[src/rtl/ecc_syn_pkg.sv]
package ecc_syn_pkg;
  localparam int CODE_W     = 22;
  localparam int HALF_W     = CODE_W / 2;
  localparam int BYTE_W     = 8;
  localparam int CODE_BYTES = 3;
  localparam int BIT_W      = 3;
  localparam int OFFS_W     = HALF_W - BIT_W;
  localparam int POP_W      = $clog2(CODE_W + 1);

  typedef enum logic [1:0] {
    ST_NONE   = 2'd0,
    ST_ECC    = 2'd1,
    ST_CORR   = 2'd2,
    ST_UNCORR = 2'd3
  } ecc_status_e;

  function automatic logic [POP_W-1:0] popcount(input logic [CODE_W-1:0] v);
    logic [POP_W-1:0] n;
    n = '0;
    for (int i = 0; i < CODE_W; i++) n = n + POP_W'(v[i]);
    return n;
  endfunction
endpackage

[src/rtl/ecc_chunk_decode.sv]
module ecc_chunk_decode
  import ecc_syn_pkg::*;
(
  input  logic              clk,
  input  logic              rst_n,
  input  logic              start,
  input  logic [CODE_W-1:0] calc_code,
  input  logic [CODE_W-1:0] stored_code,
  output ecc_status_e       status,
  output logic [HALF_W-1:0] loc
);
  logic [CODE_W-1:0] syn_c;
  logic [HALF_W-1:0] fold_c;
  logic              zero_c;

  logic              v1_q;
  logic [HALF_W-1:0] syn_lo_q;
  logic [POP_W-1:0]  pop_q;
  logic              comp_q;
  logic              zero_q;
  ecc_status_e       class_c;

  assign syn_c  = calc_code ^ stored_code;
  assign fold_c = (calc_code[HALF_W-1:0] ^ calc_code[CODE_W-1:HALF_W]) ^
                  (stored_code[HALF_W-1:0] ^ stored_code[CODE_W-1:HALF_W]);
  assign zero_c = (syn_c == '0) || (calc_code == '0) || (stored_code == '0);

  // stage 1: syndrome, population count and pair check
  always_ff @(posedge clk) begin
    if (!rst_n) begin
      v1_q     <= 1'b0;
      syn_lo_q <= '0;
      pop_q    <= '0;
      comp_q   <= 1'b0;
      zero_q   <= 1'b1;
    end else begin
      v1_q <= start;
      if (start) begin
        syn_lo_q <= syn_c[HALF_W-1:0];
        pop_q    <= popcount(syn_c);
        comp_q   <= (fold_c == '1);
        zero_q   <= zero_c;
      end
    end
  end

  always_comb begin
    if (zero_q)                                      class_c = ST_NONE;
    else if (pop_q == POP_W'(1))                     class_c = ST_ECC;
    else if (pop_q == POP_W'(HALF_W) && comp_q)      class_c = ST_CORR;
    else                                             class_c = ST_UNCORR;
  end

  // stage 2: classification result
  always_ff @(posedge clk) begin
    if (!rst_n) begin
      status <= ST_NONE;
      loc    <= '0;
    end else if (v1_q) begin
      status <= class_c;
      loc    <= syn_lo_q;
    end
  end

  a_r3_zero_is_clean: assert property (@(posedge clk) disable iff (!rst_n)
    v1_q && zero_q |=> status == ST_NONE);
  a_r4_single_bit: assert property (@(posedge clk) disable iff (!rst_n)
    v1_q && !zero_q && pop_q == POP_W'(1) |=> status == ST_ECC);
  a_r6_odd_count: assert property (@(posedge clk) disable iff (!rst_n)
    v1_q && !zero_q && pop_q != POP_W'(1) && pop_q != POP_W'(HALF_W)
    |=> status == ST_UNCORR);
endmodule

[src/rtl/ecc_status_merge.sv]
module ecc_status_merge
  import ecc_syn_pkg::*;
#(
  parameter int CHUNKS = 2
) (
  input  logic [CHUNKS*2-1:0] st_vec,
  output logic [1:0]          merged
);
  always_comb begin
    merged = ST_NONE;
    for (int c = 0; c < CHUNKS; c++)
      if (st_vec[c*2 +: 2] > merged) merged = st_vec[c*2 +: 2];
  end
endmodule

[src/rtl/ecc_fix_port.sv]
module ecc_fix_port
  import ecc_syn_pkg::*;
#(
  parameter int CHUNKS = 2,
  parameter int IDX_W  = 1,
  parameter int ADDR_W = IDX_W + OFFS_W
) (
  input  logic                     clk,
  input  logic                     rst_n,
  input  logic [CHUNKS*2-1:0]      chunk_status,
  input  logic [CHUNKS*OFFS_W-1:0] err_offset,
  input  logic [CHUNKS*BIT_W-1:0]  err_bit,
  input  logic                     fix_valid,
  output logic                     fix_ready,
  input  logic [ADDR_W-1:0]        fix_addr,
  input  logic [BYTE_W-1:0]        fix_data,
  output logic                     fixo_valid,
  input  logic                     fixo_ready,
  output logic [BYTE_W-1:0]        fixo_data
);
  logic [IDX_W-1:0]  idx;
  logic [OFFS_W-1:0] off;
  logic [BYTE_W-1:0] flip;

  assign idx       = fix_addr[ADDR_W-1 -: IDX_W];
  assign off       = fix_addr[OFFS_W-1:0];
  assign fix_ready = !fixo_valid || fixo_ready;

  always_comb begin
    flip = '0;
    for (int c = 0; c < CHUNKS; c++)
      if (idx == IDX_W'(c) && chunk_status[c*2 +: 2] == ST_CORR &&
          off == err_offset[c*OFFS_W +: OFFS_W])
        flip = flip | (BYTE_W'(1) << err_bit[c*BIT_W +: BIT_W]);
  end

  always_ff @(posedge clk) begin
    if (!rst_n) begin
      fixo_valid <= 1'b0;
      fixo_data  <= '0;
    end else if (fix_ready) begin
      fixo_valid <= fix_valid;
      if (fix_valid) fixo_data <= fix_data ^ flip;
    end
  end

  a_r9_stall_hold: assert property (@(posedge clk) disable iff (!rst_n)
    fixo_valid && !fixo_ready |=> fixo_valid && $stable(fixo_data));
  a_r8_passthrough: assert property (@(posedge clk) disable iff (!rst_n)
    fix_valid && fix_ready && flip == '0 |=> fixo_data == $past(fix_data));
endmodule

[src/rtl/ecc_syndrome_corrector.sv]
module ecc_syndrome_corrector
  import ecc_syn_pkg::*;
#(
  parameter  int CHUNKS  = 2,
  localparam int CHUNK_W = CODE_BYTES * BYTE_W,
  localparam int IDX_W   = (CHUNKS > 1) ? $clog2(CHUNKS) : 1,
  localparam int ADDR_W  = IDX_W + OFFS_W
) (
  input  logic                      clk,
  input  logic                      rst_n,
  input  logic                      start,
  input  logic                      dual_mode,
  input  logic [CHUNKS*CHUNK_W-1:0] calc_code,
  input  logic [CHUNKS*CHUNK_W-1:0] stored_code,
  output logic                      done,
  output logic [1:0]                status,
  output logic [CHUNKS*2-1:0]       chunk_status,
  output logic [CHUNKS*OFFS_W-1:0]  err_offset,
  output logic [CHUNKS*BIT_W-1:0]   err_bit,
  input  logic                      fix_valid,
  output logic                      fix_ready,
  input  logic [ADDR_W-1:0]         fix_addr,
  input  logic [BYTE_W-1:0]         fix_data,
  output logic                      fixo_valid,
  input  logic                      fixo_ready,
  output logic [BYTE_W-1:0]         fixo_data
);
  logic v1_q, dual1_q, dual2_q;
  ecc_status_e       st_raw  [CHUNKS];
  logic [HALF_W-1:0] loc_raw [CHUNKS];
  logic [CHUNKS-1:0] unused_pad;

  always_ff @(posedge clk) begin
    if (!rst_n) begin
      v1_q    <= 1'b0;
      done    <= 1'b0;
      dual1_q <= 1'b0;
      dual2_q <= 1'b0;
    end else begin
      v1_q <= start;
      done <= v1_q;
      if (start) dual1_q <= dual_mode;
      if (v1_q)  dual2_q <= dual1_q;
    end
  end

  for (genvar c = 0; c < CHUNKS; c++) begin : g_chunk
    ecc_chunk_decode u_dec (
      .clk        (clk),
      .rst_n      (rst_n),
      .start      (start),
      .calc_code  (calc_code[c*CHUNK_W +: CODE_W]),
      .stored_code(stored_code[c*CHUNK_W +: CODE_W]),
      .status     (st_raw[c]),
      .loc        (loc_raw[c])
    );
    assign unused_pad[c] = ^{calc_code[c*CHUNK_W+CODE_W +: CHUNK_W-CODE_W],
                             stored_code[c*CHUNK_W+CODE_W +: CHUNK_W-CODE_W]};
    assign chunk_status[c*2 +: 2] = (c == 0 || dual2_q) ? st_raw[c] : ST_NONE;
    assign err_offset[c*OFFS_W +: OFFS_W] = loc_raw[c][HALF_W-1:BIT_W];
    assign err_bit[c*BIT_W +: BIT_W]      = loc_raw[c][BIT_W-1:0];
  end

  ecc_status_merge #(.CHUNKS(CHUNKS)) u_merge (
    .st_vec(chunk_status),
    .merged(status)
  );

  ecc_fix_port #(.CHUNKS(CHUNKS), .IDX_W(IDX_W), .ADDR_W(ADDR_W)) u_fix (
    .clk         (clk),
    .rst_n       (rst_n),
    .chunk_status(chunk_status),
    .err_offset  (err_offset),
    .err_bit     (err_bit),
    .fix_valid   (fix_valid),
    .fix_ready   (fix_ready),
    .fix_addr    (fix_addr),
    .fix_data    (fix_data),
    .fixo_valid  (fixo_valid),
    .fixo_ready  (fixo_ready),
    .fixo_data   (fixo_data)
  );

  a_r2_done_latency: assert property (@(posedge clk) disable iff (!rst_n)
    start |=> ##1 done);
  a_r7_merge_worst: assert property (@(posedge clk) disable iff (!rst_n)
    chunk_status[1:0] == ST_UNCORR |-> status == ST_UNCORR);
endmodule

[config.mk]
export PLATFORM = sky130hd
export DESIGN_NAME = ecc_syndrome_corrector
export DESIGN_NICKNAME = d
export VERILOG_FILES = /design/src/rtl/ecc_syn_pkg.sv /design/src/rtl/ecc_chunk_decode.sv /design/src/rtl/ecc_status_merge.sv /design/src/rtl/ecc_fix_port.sv /design/src/rtl/ecc_syndrome_corrector.sv
export SDC_FILE = /design/constraint.sdc
export NUM_CORES = 1
export LEC_CHECK = 0
export ABC_AREA = 1
export ABC_CLOCK_PERIOD_IN_PS = 7000
export BUFFER_PORTS_ARGS = -buffer_cell sky130_fd_sc_hd__buf_4
export CAP_MARGIN = 15
export CORE_ASPECT_RATIO = 1.1
export CORE_UTILIZATION = 59
export DETAILED_ROUTE_END_ITERATION = 10
export PLACE_DENSITY = 0.84
export SETUP_SLACK_MARGIN = 0.3
export SYNTH_ARGS = -nofsm -noshare
export SYNTH_HDL_FRONTEND = slang
export SYNTH_HIERARCHICAL = 1
export SYNTH_SLANG_ARGS = --single-unit
[constraint.sdc]
create_clock -name clk -period 7 [get_ports clk]
set_input_delay 0 -clock clk [delete_from_list [all_inputs] [get_ports clk]]
set_output_delay 0 -clock clk [all_outputs]
set_load 0.05 [all_outputs]
### After elaboration in Yosys (flattened, before gate mapping)

Index checks and enable logic that the tools add are counted.

| word-level totals | value |
|---|---|
| input port bits | 119 |
| output and inout bits | 39 |
| register bits | 75 |
| logic and storage cells | 115 |

| cells by class | value |
|---|---|
| reductions and logical operators | 19 |
| mux-type cells | 11 |
| add/subtract/negate cells | 42 |
| order comparisons | 2 |
| bitwise logic cells | 11 |
| eq/ne operators | 10 |
| shifts and indexed selects | 2 |

Operators by type and width:

| operator | count |
|---|---|
| 5-bit by 1-bit adder with 5-bit output | 40 |
| 22-bit logical NOT | 6 |
| 11-bit XOR | 6 |
| 22-bit XOR | 2 |
| 11-bit equality test (second input constant) | 2 |
| 8-bit equality test | 2 |
| 8-bit 2-to-1 mux | 2 |
| 1-bit by 3-bit << shifter with 8-bit output (first input constant) | 2 |
| 2-bit 2-to-1 mux | 7 |
| 5-bit by 1-bit equality test with 1-bit output (second input constant) | 2 |
| 5-bit by 4-bit equality test with 1-bit output (second input constant) | 2 |
| 8-bit bitwise OR | 1 |
| 8-bit XOR | 1 |
| 1-bit logical AND | 6 |
| 1-bit logical OR | 5 |
| 1-bit by 1-bit adder with 2-bit output | 2 |
| 2-bit equality test (second input constant) | 2 |
| 2-bit by 1-bit > comparator with 1-bit output (second input constant) | 1 |
| 2-bit > comparator | 1 |
| 1-bit 2-to-1 mux | 2 |
| 2-bit AND reduction | 1 |
| 1-bit logical NOT | 1 |
| 1-bit inverter | 1 |

### Logic depth before layout (Yosys ltp)

Gate-level depths: netlist of run 1.

| depth | value |
|---|---|
| word-level depth | 22 |
| mapped depth | 20 |
| mapped depth without buffers | 20 |

### Cells and area by module

The synthesis of run 1 kept the hierarchy.

Modules (own cells, without submodules):

| module | area each (µm²) | instances | cells each | sequential area each (µm²) |
|---|---|---|---|---|
| ecc_chunk_decode at g_chunk[0].u_dec | 2662.6 | 1 | 430 | 640.6 |
| ecc_chunk_decode at g_chunk[1].u_dec | 2636.3 | 1 | 432 | 640.6 |
| ecc_fix_port | 949.7 | 1 | 160 | 180.2 |
| ecc_syndrome_corrector | 150.1 | 1 | 22 | 80.1 |
| ecc_status_merge | 88.8 | 1 | 15 | 0.0 |

### Worst setup path before layout of run 1

No wires, ideal clock.

| timing | value |
|---|---|
| path kind | input port to flip-flop |
| start | in stored_code[0] |
| end | reg g_chunk[0].u_dec.pop_q[4] |
| cell stages on the path | 17 |
| arrival | 3833 ps |
| library setup time | 95 ps |
| path buffers | 0 |
| setup slack | 3072 ps |
| cell sequence | inv_1 nand2_1 nand2_1 fa_1 inv_1 fa_1 fa_1 fa_1 inv_1 fa_1 inv_1 ha_1 inv_1 fa_1 nor2_1 o21ai_0 a221oi_1 |

| between the ends | value |
|---|---|
| word-level cells in the longest chain between the ends | 22 |

Ends and longest elaborated chain:

| element | RTL line | text |
|---|---|---|
| start, declared | ecc_syndrome_corrector.sv:14 | `input logic [CHUNKS*CHUNK_W-1:0] stored_code,` |
| 22-bit XOR | ecc_chunk_decode.sv:23 | `assign syn_c = calc_code ^ stored_code;` |
| 1-bit by 1-bit adder with 2-bit output | ecc_syn_pkg.sv:20 | `for (int i = 0; i < CODE_W; i++) n = n + POP_W'(v[i]);` |
| 5-bit by 1-bit adder with 5-bit output (20 in a row) | ecc_syn_pkg.sv:20 |  |
| end signal, assigned | ecc_chunk_decode.sv:40 | `pop_q <= popcount(syn_c);` |
| end, declared | ecc_chunk_decode.sv:18 | `logic [POP_W-1:0] pop_q;` |

No other way between the ends.
A chain may end at the register's enable or synchronous reset.

### Final worst setup path of run 1

| timing | value |
|---|---|
| start | in calc_code[3] |
| end | reg g_chunk[0].u_dec.pop_q[4] |

| between the ends | value |
|---|---|
| word-level cells in the longest chain between the ends | 20 |

Ends and longest elaborated chain:

| element | RTL line | text |
|---|---|---|
| start, declared | ecc_syndrome_corrector.sv:13 | `input logic [CHUNKS*CHUNK_W-1:0] calc_code,` |
| 22-bit XOR | ecc_chunk_decode.sv:23 |  |
| 5-bit by 1-bit adder with 5-bit output (19 in a row) | ecc_syn_pkg.sv:20 |  |

No other way between the ends.

==> flow_summary.toml, run 1 <==
[timing]
finalCritPeriodShare_pct = 57.7
clock_skew_ns = 0.00681
slew-limit-headroom_pct = 61.7
tns_ns = 0
fin_crit_ns = 4.04
finalWorstSetupSlack_ns = 2.96
max_freq_mhz = 248
worstMarginPinSlew_ns = 0.574
maxSlewViolCount = 0
hold_ws_ns = 0.102
final-hold-violation-count = 0
setup_violations = 0
rsz0062_at_grt = "no"

[clock_tree]
clockBufferDepth = 2
cts-root-buf = "clkbuf_16"
cts_resized = 0
htreeDepth = 3
cts_buffers = 9
clk-insertion-delay-late_ns = 0.33
postCtsSetupRepairBufs = 0
cts.sink_count = 77
cts_tree = "yes"
cts.clk_slew.worst_paths_ns = 0.06

[finish]
fin_cells = 1362
layout_commonest_cell = "nand2_1"
layout_common_cells = "nand2_1 (364), inv_1 (202), buf_4 (150), nor2_1 (96), dfxtp_1 (77)"
final_core_util_pct = 76.9
final_cell_area_mm2 = 0.00811
area_delta_synth_final_pct = 24.9
drive_above_1_share_pct = 16.8
final_nets = 1382
num_antenna_cells = 0

[detailed_routing]
routed_wirelength_mm = 16.4
wl_per_cell_um = 12.1
num_vias = 6778
initialDrtViolationCount = 354
drc = 0
drtAntennaViolNets = 0
first_pass_iters = 5
vias_per_cell = 4.98

[setup_path]
startpoint_type = "primary input"
critPathArrivalTime_ns = 4.28
crit_path_top_delay_cell = "fa_1"
critPathLaunch = "calc_code[3]"
crit_path_end_kind = "flip-flop"
crit_chain = "buf_4, xor2_1, inv_1, fa_1, inv_1, fa_1, fa_1, fa_1, inv_1, fa_1, inv_1, ha_1, inv_1, fa_1, nor2_1, o21ai_0, a221oi_1"
crit_top_cell = "fa_1"
slowest_delay_ns = 0.55
crit_required_ns = 7.24
cp_max_fo = 4
critPathKind = "in -> reg"
r2r_start = "dual2_q"

[logic_synthesis]
synth_top_flop_cell = "dfxtp_1"
synth_compound_area_share_pct = 9.43
async_flop_share_pct = 0
synth_fp_nets = 1227
synth_top_family_by_area = "simple AND/OR/NAND/NOR gates"
synth-adder-area-share_pct = 12.9
muxShareOfSynthArea_pct = 0
synth-seq-area-share_pct = 23.8
synth_cells = 1059
synth_edf_count = 0
synth_area_mm2 = 0.00649
ys_types = 34
yosys.area_share.simple_pct = 35.0
synth_xor_area_share_pct = 4.71
avgSynthCellArea_um2 = 6.13
synth-seq-cells = 77
ys_warn_count = 6

[status]
outcome = "finished, final reports clean"

[placement]
routabilityCongestion = 0.896
placed_area_mm2 = 0.00772
dp_worst_setup_slack_ns = 2.64
port_buffers = 149
placed_cells = 1335
place_hpwl_mm = 13.0

[die]
die_h_um = 112
io_pins = 158
start_util_pct = 61.6
fp.dieArea_mm2 = 0.0114
die_width_um = 102
placementRows = 39
coreArea_mm2 = 0.0105

[grt]
grt_pass1_wl_mm = 27.5
grtUsageTotal_pct = 30.3
grt_pass1_vias = 6314
grt_remaining_overflow = 0
grt_antenna_before_repair = 0
grt_max_degree = 62

[pwr]
power_density_mw_per_mm2 = 246
ir_worst_vdd_uv = 390
p_total_mw = 2.00
leakagePower_nw = 4.60

[min_path]
hold_start = "stored_code[26]"
hold_path.class = "in -> reg"

[job]
cap_violations = 0
sequential cells by signal (all words and copies together) (netlist names):
register and cells:
done 1, dual1_q 1, dual2_q 1, g_chunk.u_dec/comp_q 2, g_chunk.u_dec/loc 22, g_chunk.u_dec/pop_q 10, g_chunk.u_dec/status 4, g_chunk.u_dec/syn_lo_q 22
g_chunk.u_dec/v1_q 2, g_chunk.u_dec/zero_q 2, u_fix/fixo_data 8, u_fix/fixo_valid 1, v1_q 1
worst max-delay path: cells and delay by family:
kind / cells / cell delay (ns)
XOR/XNOR: 1 / 0.24
adder cells (fa/ha/maj): 7 / 3.12
AND/OR/NAND/NOR: 1 / 0.11
buffers and inverters: 6 / 0.49
AO/OA/AOI/OAI: 2 / 0.31
cell type report:
cell class                 count  area (um^2)
clock buffer                  10          229
fill                         895         2430
multi-input combinational    741         4030
sequential                    77         1540
timing repair buffer         161         1240
inverter                     224          841
tap                          143          179
clock inverter                 6         50.0
synthesized netlist by cell type, types with 4 or more instances:
cell type	instances	area [um^2]
nand4_1	16	100
clkbuf_1	9	33.8
a21oi_2	10	87.6
nor3_1	19	95.1
nand3_1	49	245
ha_1	19	238
dfxtp_1	77	1540
xor2_1	13	114
o21ai_0	45	225
o211ai_1	16	120
inv_1	202	758
nand2_1	364	1370
nor2_4	4	45.0
xnor2_1	20	175
a21oi_1	22	110
nor2_1	96	360
buf_2	7	35.0
fa_1	30	601
inv_2	19	71.3
routing by layer:
layer | global-route usage (%) | vias to the layer above | wire [um]
li1 | - | 3532 | -
met1 | 36.3 | 3027 | 6850
met2 | 54.5 | 180 | 8510
met3 | 3.95 | 39 | 668
met4 | 11.1 | 0 | 402
met5 | 0 | - | 0
timing repair:
action | 4_1_cts | 5_1_grt
hold endpoints to repair | 10 | 0
setup endpoints to repair | 0 | 0
hold buffers | 11 | 0
power breakdown:
group / switching, mW / internal, mW
clock: 0.184 / 0.242
combinational: 0.602 / 0.443
sequential: 0.0353 / 0.489
path summary, 6_finish.rpt:
check	endpoint	slack (ns)	depth (start not counted)
worst min register to register	done	0.46	2
worst min-delay path	g_chunk[1].u_dec/syn_lo_q[2]	0.10	5
worst max register to register	u_fix/fixo_data[6]	5.52	11
worst max-delay path	g_chunk[0].u_dec/pop_q[4]	2.96	17
cell families (layout without fill, tap and decap cells):
kind of cell             Yosys count  in the layout
AND/OR/NAND/NOR                  557            557
buffers and inverters            241            401
AO/OA/AOI/OAI                    101            101
flip-flops                        77             77
adder cells (fa/ha/maj)           49             49
XOR/XNOR                          34             34
(Power assumes the default switching activity.)
==> run 2: changes to the inputs <==
--- a/config.mk
+++ b/config.mk
@@ -5,14 +5,14 @@
 export SDC_FILE = /design/constraint.sdc
 export NUM_CORES = 1
 export LEC_CHECK = 0
-export ABC_AREA = 1
-export ABC_CLOCK_PERIOD_IN_PS = 7000
+export ABC_AREA = 0
+export ABC_CLOCK_PERIOD_IN_PS = 3650
 export BUFFER_PORTS_ARGS = -buffer_cell sky130_fd_sc_hd__buf_4
 export CAP_MARGIN = 15
 export CORE_ASPECT_RATIO = 1.1
-export CORE_UTILIZATION = 59
+export CORE_UTILIZATION = 49
 export DETAILED_ROUTE_END_ITERATION = 10
-export PLACE_DENSITY = 0.84
+export PLACE_DENSITY = 0.75
 export SETUP_SLACK_MARGIN = 0.3
 export SYNTH_ARGS = -nofsm -noshare
 export SYNTH_HDL_FRONTEND = slang
==> constraint.sdc (replaced) <==
create_clock -name clk -period 3.65 [get_ports clk]
set_input_delay 0 -clock clk [delete_from_list [all_inputs] [get_ports clk]]
set_output_delay 0 -clock clk [all_outputs]
set_load 0.05 [all_outputs]
==> flow_summary.toml, run 2 <==
[min_path]
holdPathEnd = "u_fix/fixo_valid"
hold_start = "fixo_ready"
min_delay_path_depth = 3
hold_path.class = "in -> reg"

[pwr]
p_switching_mw = 1.88
ir_worst_vdd_uv = 901
intPower_mw = 2.97
swShare_pct = 38.8
leakagePower_nw = 3.62
seq_power_share_pct = 20.4
clockPowerShare_pct = 17.0
pwr-share-comb_pct = 62.6
power_density_mw_per_mm2 = 608

[finish]
drive_above_1_share_pct = 36.5
final_nets = 950
num_antenna_cells = 0
final_core_util_pct = 69.3
layout_commonest_cell = "buf_4"
area_delta_synth_final_pct = 37.8
reg_top3 = "g_chunk.u_dec/loc: 22 flops, g_chunk.u_dec/syn_lo_q: 22 flops, g_chunk.u_dec/pop_q: 10 flops"
layout_common_cells = "buf_4 (177), dfxtp_1 (77), inv_1 (54), nand2_1 (42), mux2i_1 (38)"

[logic_synthesis]
synth_area_leader_cell = "dfxtp_1"
synth_cells = 594
synth_top_flop_cell = "dfxtp_1"
synth_area_mm2 = 0.00578
ys_warn_count = 6
synth_top_area_share_pct = 26.7
synth.most_common_cell = "dfxtp_1"
synth_common_cells = "dfxtp_1 (77), inv_1 (69), xnor2_1 (44), nand2_1 (43), mux2i_1 (38)"
avgSynthCellArea_um2 = 9.73
synth_fp_nets = 762
async_flop_share_pct = 0
ys_types = 54
synth-seq-cells = 77
synth_edf_count = 0
synth-seq-area-share_pct = 26.7
ys_top_cells_by_area = "dfxtp_1 (27%), fa_1 (10%), xnor2_1 (6.7%), mux2i_1 (6.6%), inv_1 (4.5%)"

[grt]
grt_max_degree = 72
grt_antenna_before_repair = 0
grt_pass1_wl_mm = 23.4
grtUsageTotal_pct = 24.2
grt_remaining_overflow = 0
grt_pass1_vias = 5046

[detailed_routing]
routed_wirelength_mm = 14.9
first_pass_iters = 5
wl_per_cell_um = 16.0
drtAntennaViolNets = 0
initialDrtViolationCount = 260
num_vias = 5000
drc = 0
vias_per_cell = 5.34

[clock_tree]
clockBufferDepth = 2
cts.sink_count = 77
cts.clk_slew.worst_paths_ns = 0.06
cts_tree = "yes"
clk-insertion-delay-late_ns = 0.33
cts_buffers = 9
htreeDepth = 3
cts-root-buf = "clkbuf_16"

[timing]
maxSlewViolCount = 0
clock_skew_ns = 0.0113
setup_violations = 4
fin_crit_ns = 3.75
worstMarginPinSlew_ns = 1.04
finalWorstSetupSlack_ns = -0.0956
rsz0062_at_grt = "yes"
finalCritPeriodShare_pct = 103
slew-limit-headroom_pct = 29.8
max_freq_mhz = 267
final-hold-violation-count = 0

[setup_path]
cp_max_fo = 2
reg2reg_to = "u_fix/fixo_data[2]"
crit_path_top_delay_cell = "fa_1"
rr_worst_depth = 5
startpoint_type = "primary input"
r2r_start = "g_chunk[0].u_dec/status[0]"
crit_path_end_kind = "flip-flop"
crit_top_cell = "inv_2"
slowest_delay_ns = 0.55
crit_chain = "buf_8, xnor2_4, inv_2, fa_1, inv_2, fa_1, inv_2, fa_2, fa_1, inv_2, fa_1, inv_2, ha_4, inv_2, fa_2, inv_1, a21o_1, a21oi_2, a21oi_1"
critPathKind = "in -> reg"
critPathArrivalTime_ns = 3.93
crit_required_ns = 3.83
rrSetupSlack_ns = 1.68

[placement]
dp_worst_setup_slack_ns = -0.517
routabilityCongestion = 0.872
port_buffers = 149
place_hpwl_mm = 11.6

[die]
start_util_pct = 50.3
fp.dieArea_mm2 = 0.0122
placementRows = 41
io_pins = 158
die_width_um = 106
coreArea_mm2 = 0.0115
die_h_um = 116

[status]
violations = "setup timing"
outcome = "complete, but fails checks"

[job]
cap_violations = 0
## run 2: cell types whose count changed in the layout (fill, tap and decap cells not counted), sizes merged, moves of 10 or more
cell	delta
nor3	-17
o21ai	-43
mux2i	+38
inv	-152
xor2	+10
nand2	-321
nand3	-47
o211a	+20
nor2	-91
a21oi	-21
xnor2	+40
nor2b	+37
buf	+38
nor4	+27
## run 2: worst max-delay path by stage
stage               startpoint                         to  slack (ns)  cells past startpoint
3_5_place_dp   stored_code[11]  g_chunk[0].u_dec/pop_q[4]       -0.52                     19
5_1_grt          calc_code[15]  g_chunk[0].u_dec/pop_q[4]       -0.23                     19
4_1_cts        stored_code[15]  g_chunk[0].u_dec/pop_q[4]       -0.14                     19
3_3_place_gp   stored_code[11]  g_chunk[0].u_dec/pop_q[1]       -0.49                     17
6_report         calc_code[15]  g_chunk[0].u_dec/pop_q[4]        -0.1                     19
2_1_floorplan  stored_code[11]  g_chunk[0].u_dec/pop_q[1]       -0.17                     16
## run 2: stage by stage
stage | instances | setup TNS, ns | power (mW) | hold WS (ns) | instance area [um^2]
2_1_floorplan | 594 | -0.729 | 2.94 | 0.122 | 5950
3_3_place_gp | 906 | -2.99 | 3.58 | 0.265 | 7400
3_5_place_dp | 906 | -3.31 | 3.74 | 0.285 | 7400
4_1_cts | 934 | -0.427 | 4.77 | 0.0391 | 7880
5_1_grt | 936 | -1.11 | 5.28 | 0.0636 | 7970
6_report | 936 | -0.253 | 4.84 | 0.0495 | 7970
## run 2: power by group through the flow
stage	clock [mW]	sequential (mW)	combinational, mW
6_report	0.822	0.988	3.03
3_3_place_gp	0	1.00	2.58
2_1_floorplan	0	1.04	1.91
3_5_place_dp	0	1.00	2.73
5_1_grt	0.874	0.998	3.41
4_1_cts	0.839	0.987	2.94
## run 2: cells by family after synthesis
group	synth area share (%)
xor+xnor	15.6
mux	6.58
fa+ha+maj	14.5
buf+inv	6.51
flops	26.7
compound gates	11.0
simple gates	19.2
## run 2: layout make-up
class	count	area (um^2)
fillers	901	3520
flip-flops and latches	77	1540
clock buffers	12	256
multi-input cells	427	4140
inverters	69	259
clock inverters	3	21.3
well taps	150	188
repair buffers	198	1570
## run 2: critical path, delay by kind of cell
kind	cells	cell delay (ns)
fa+ha+maj	7	2.94
xor+xnor	1	0.17
buf+inv	8	0.45
compound gates	3	0.36
## run 2: what timing repair did
action,CTS,global route
buffers inserted,3,2
endpoints found under the hold margin,10,0
gates resized for setup,20,17
endpoints found under the setup margin,9,9
pin swaps,22,17
hold buffers,10,0
## run 2: metal layers
layer,wire length [um],GRT usage (%),vias up
met5,0,0,-
met4,508,11.6,0
met3,634,3.77,33
met2,7910,45.0,165
met1,5880,27.1,2384
li1,-,-,2418
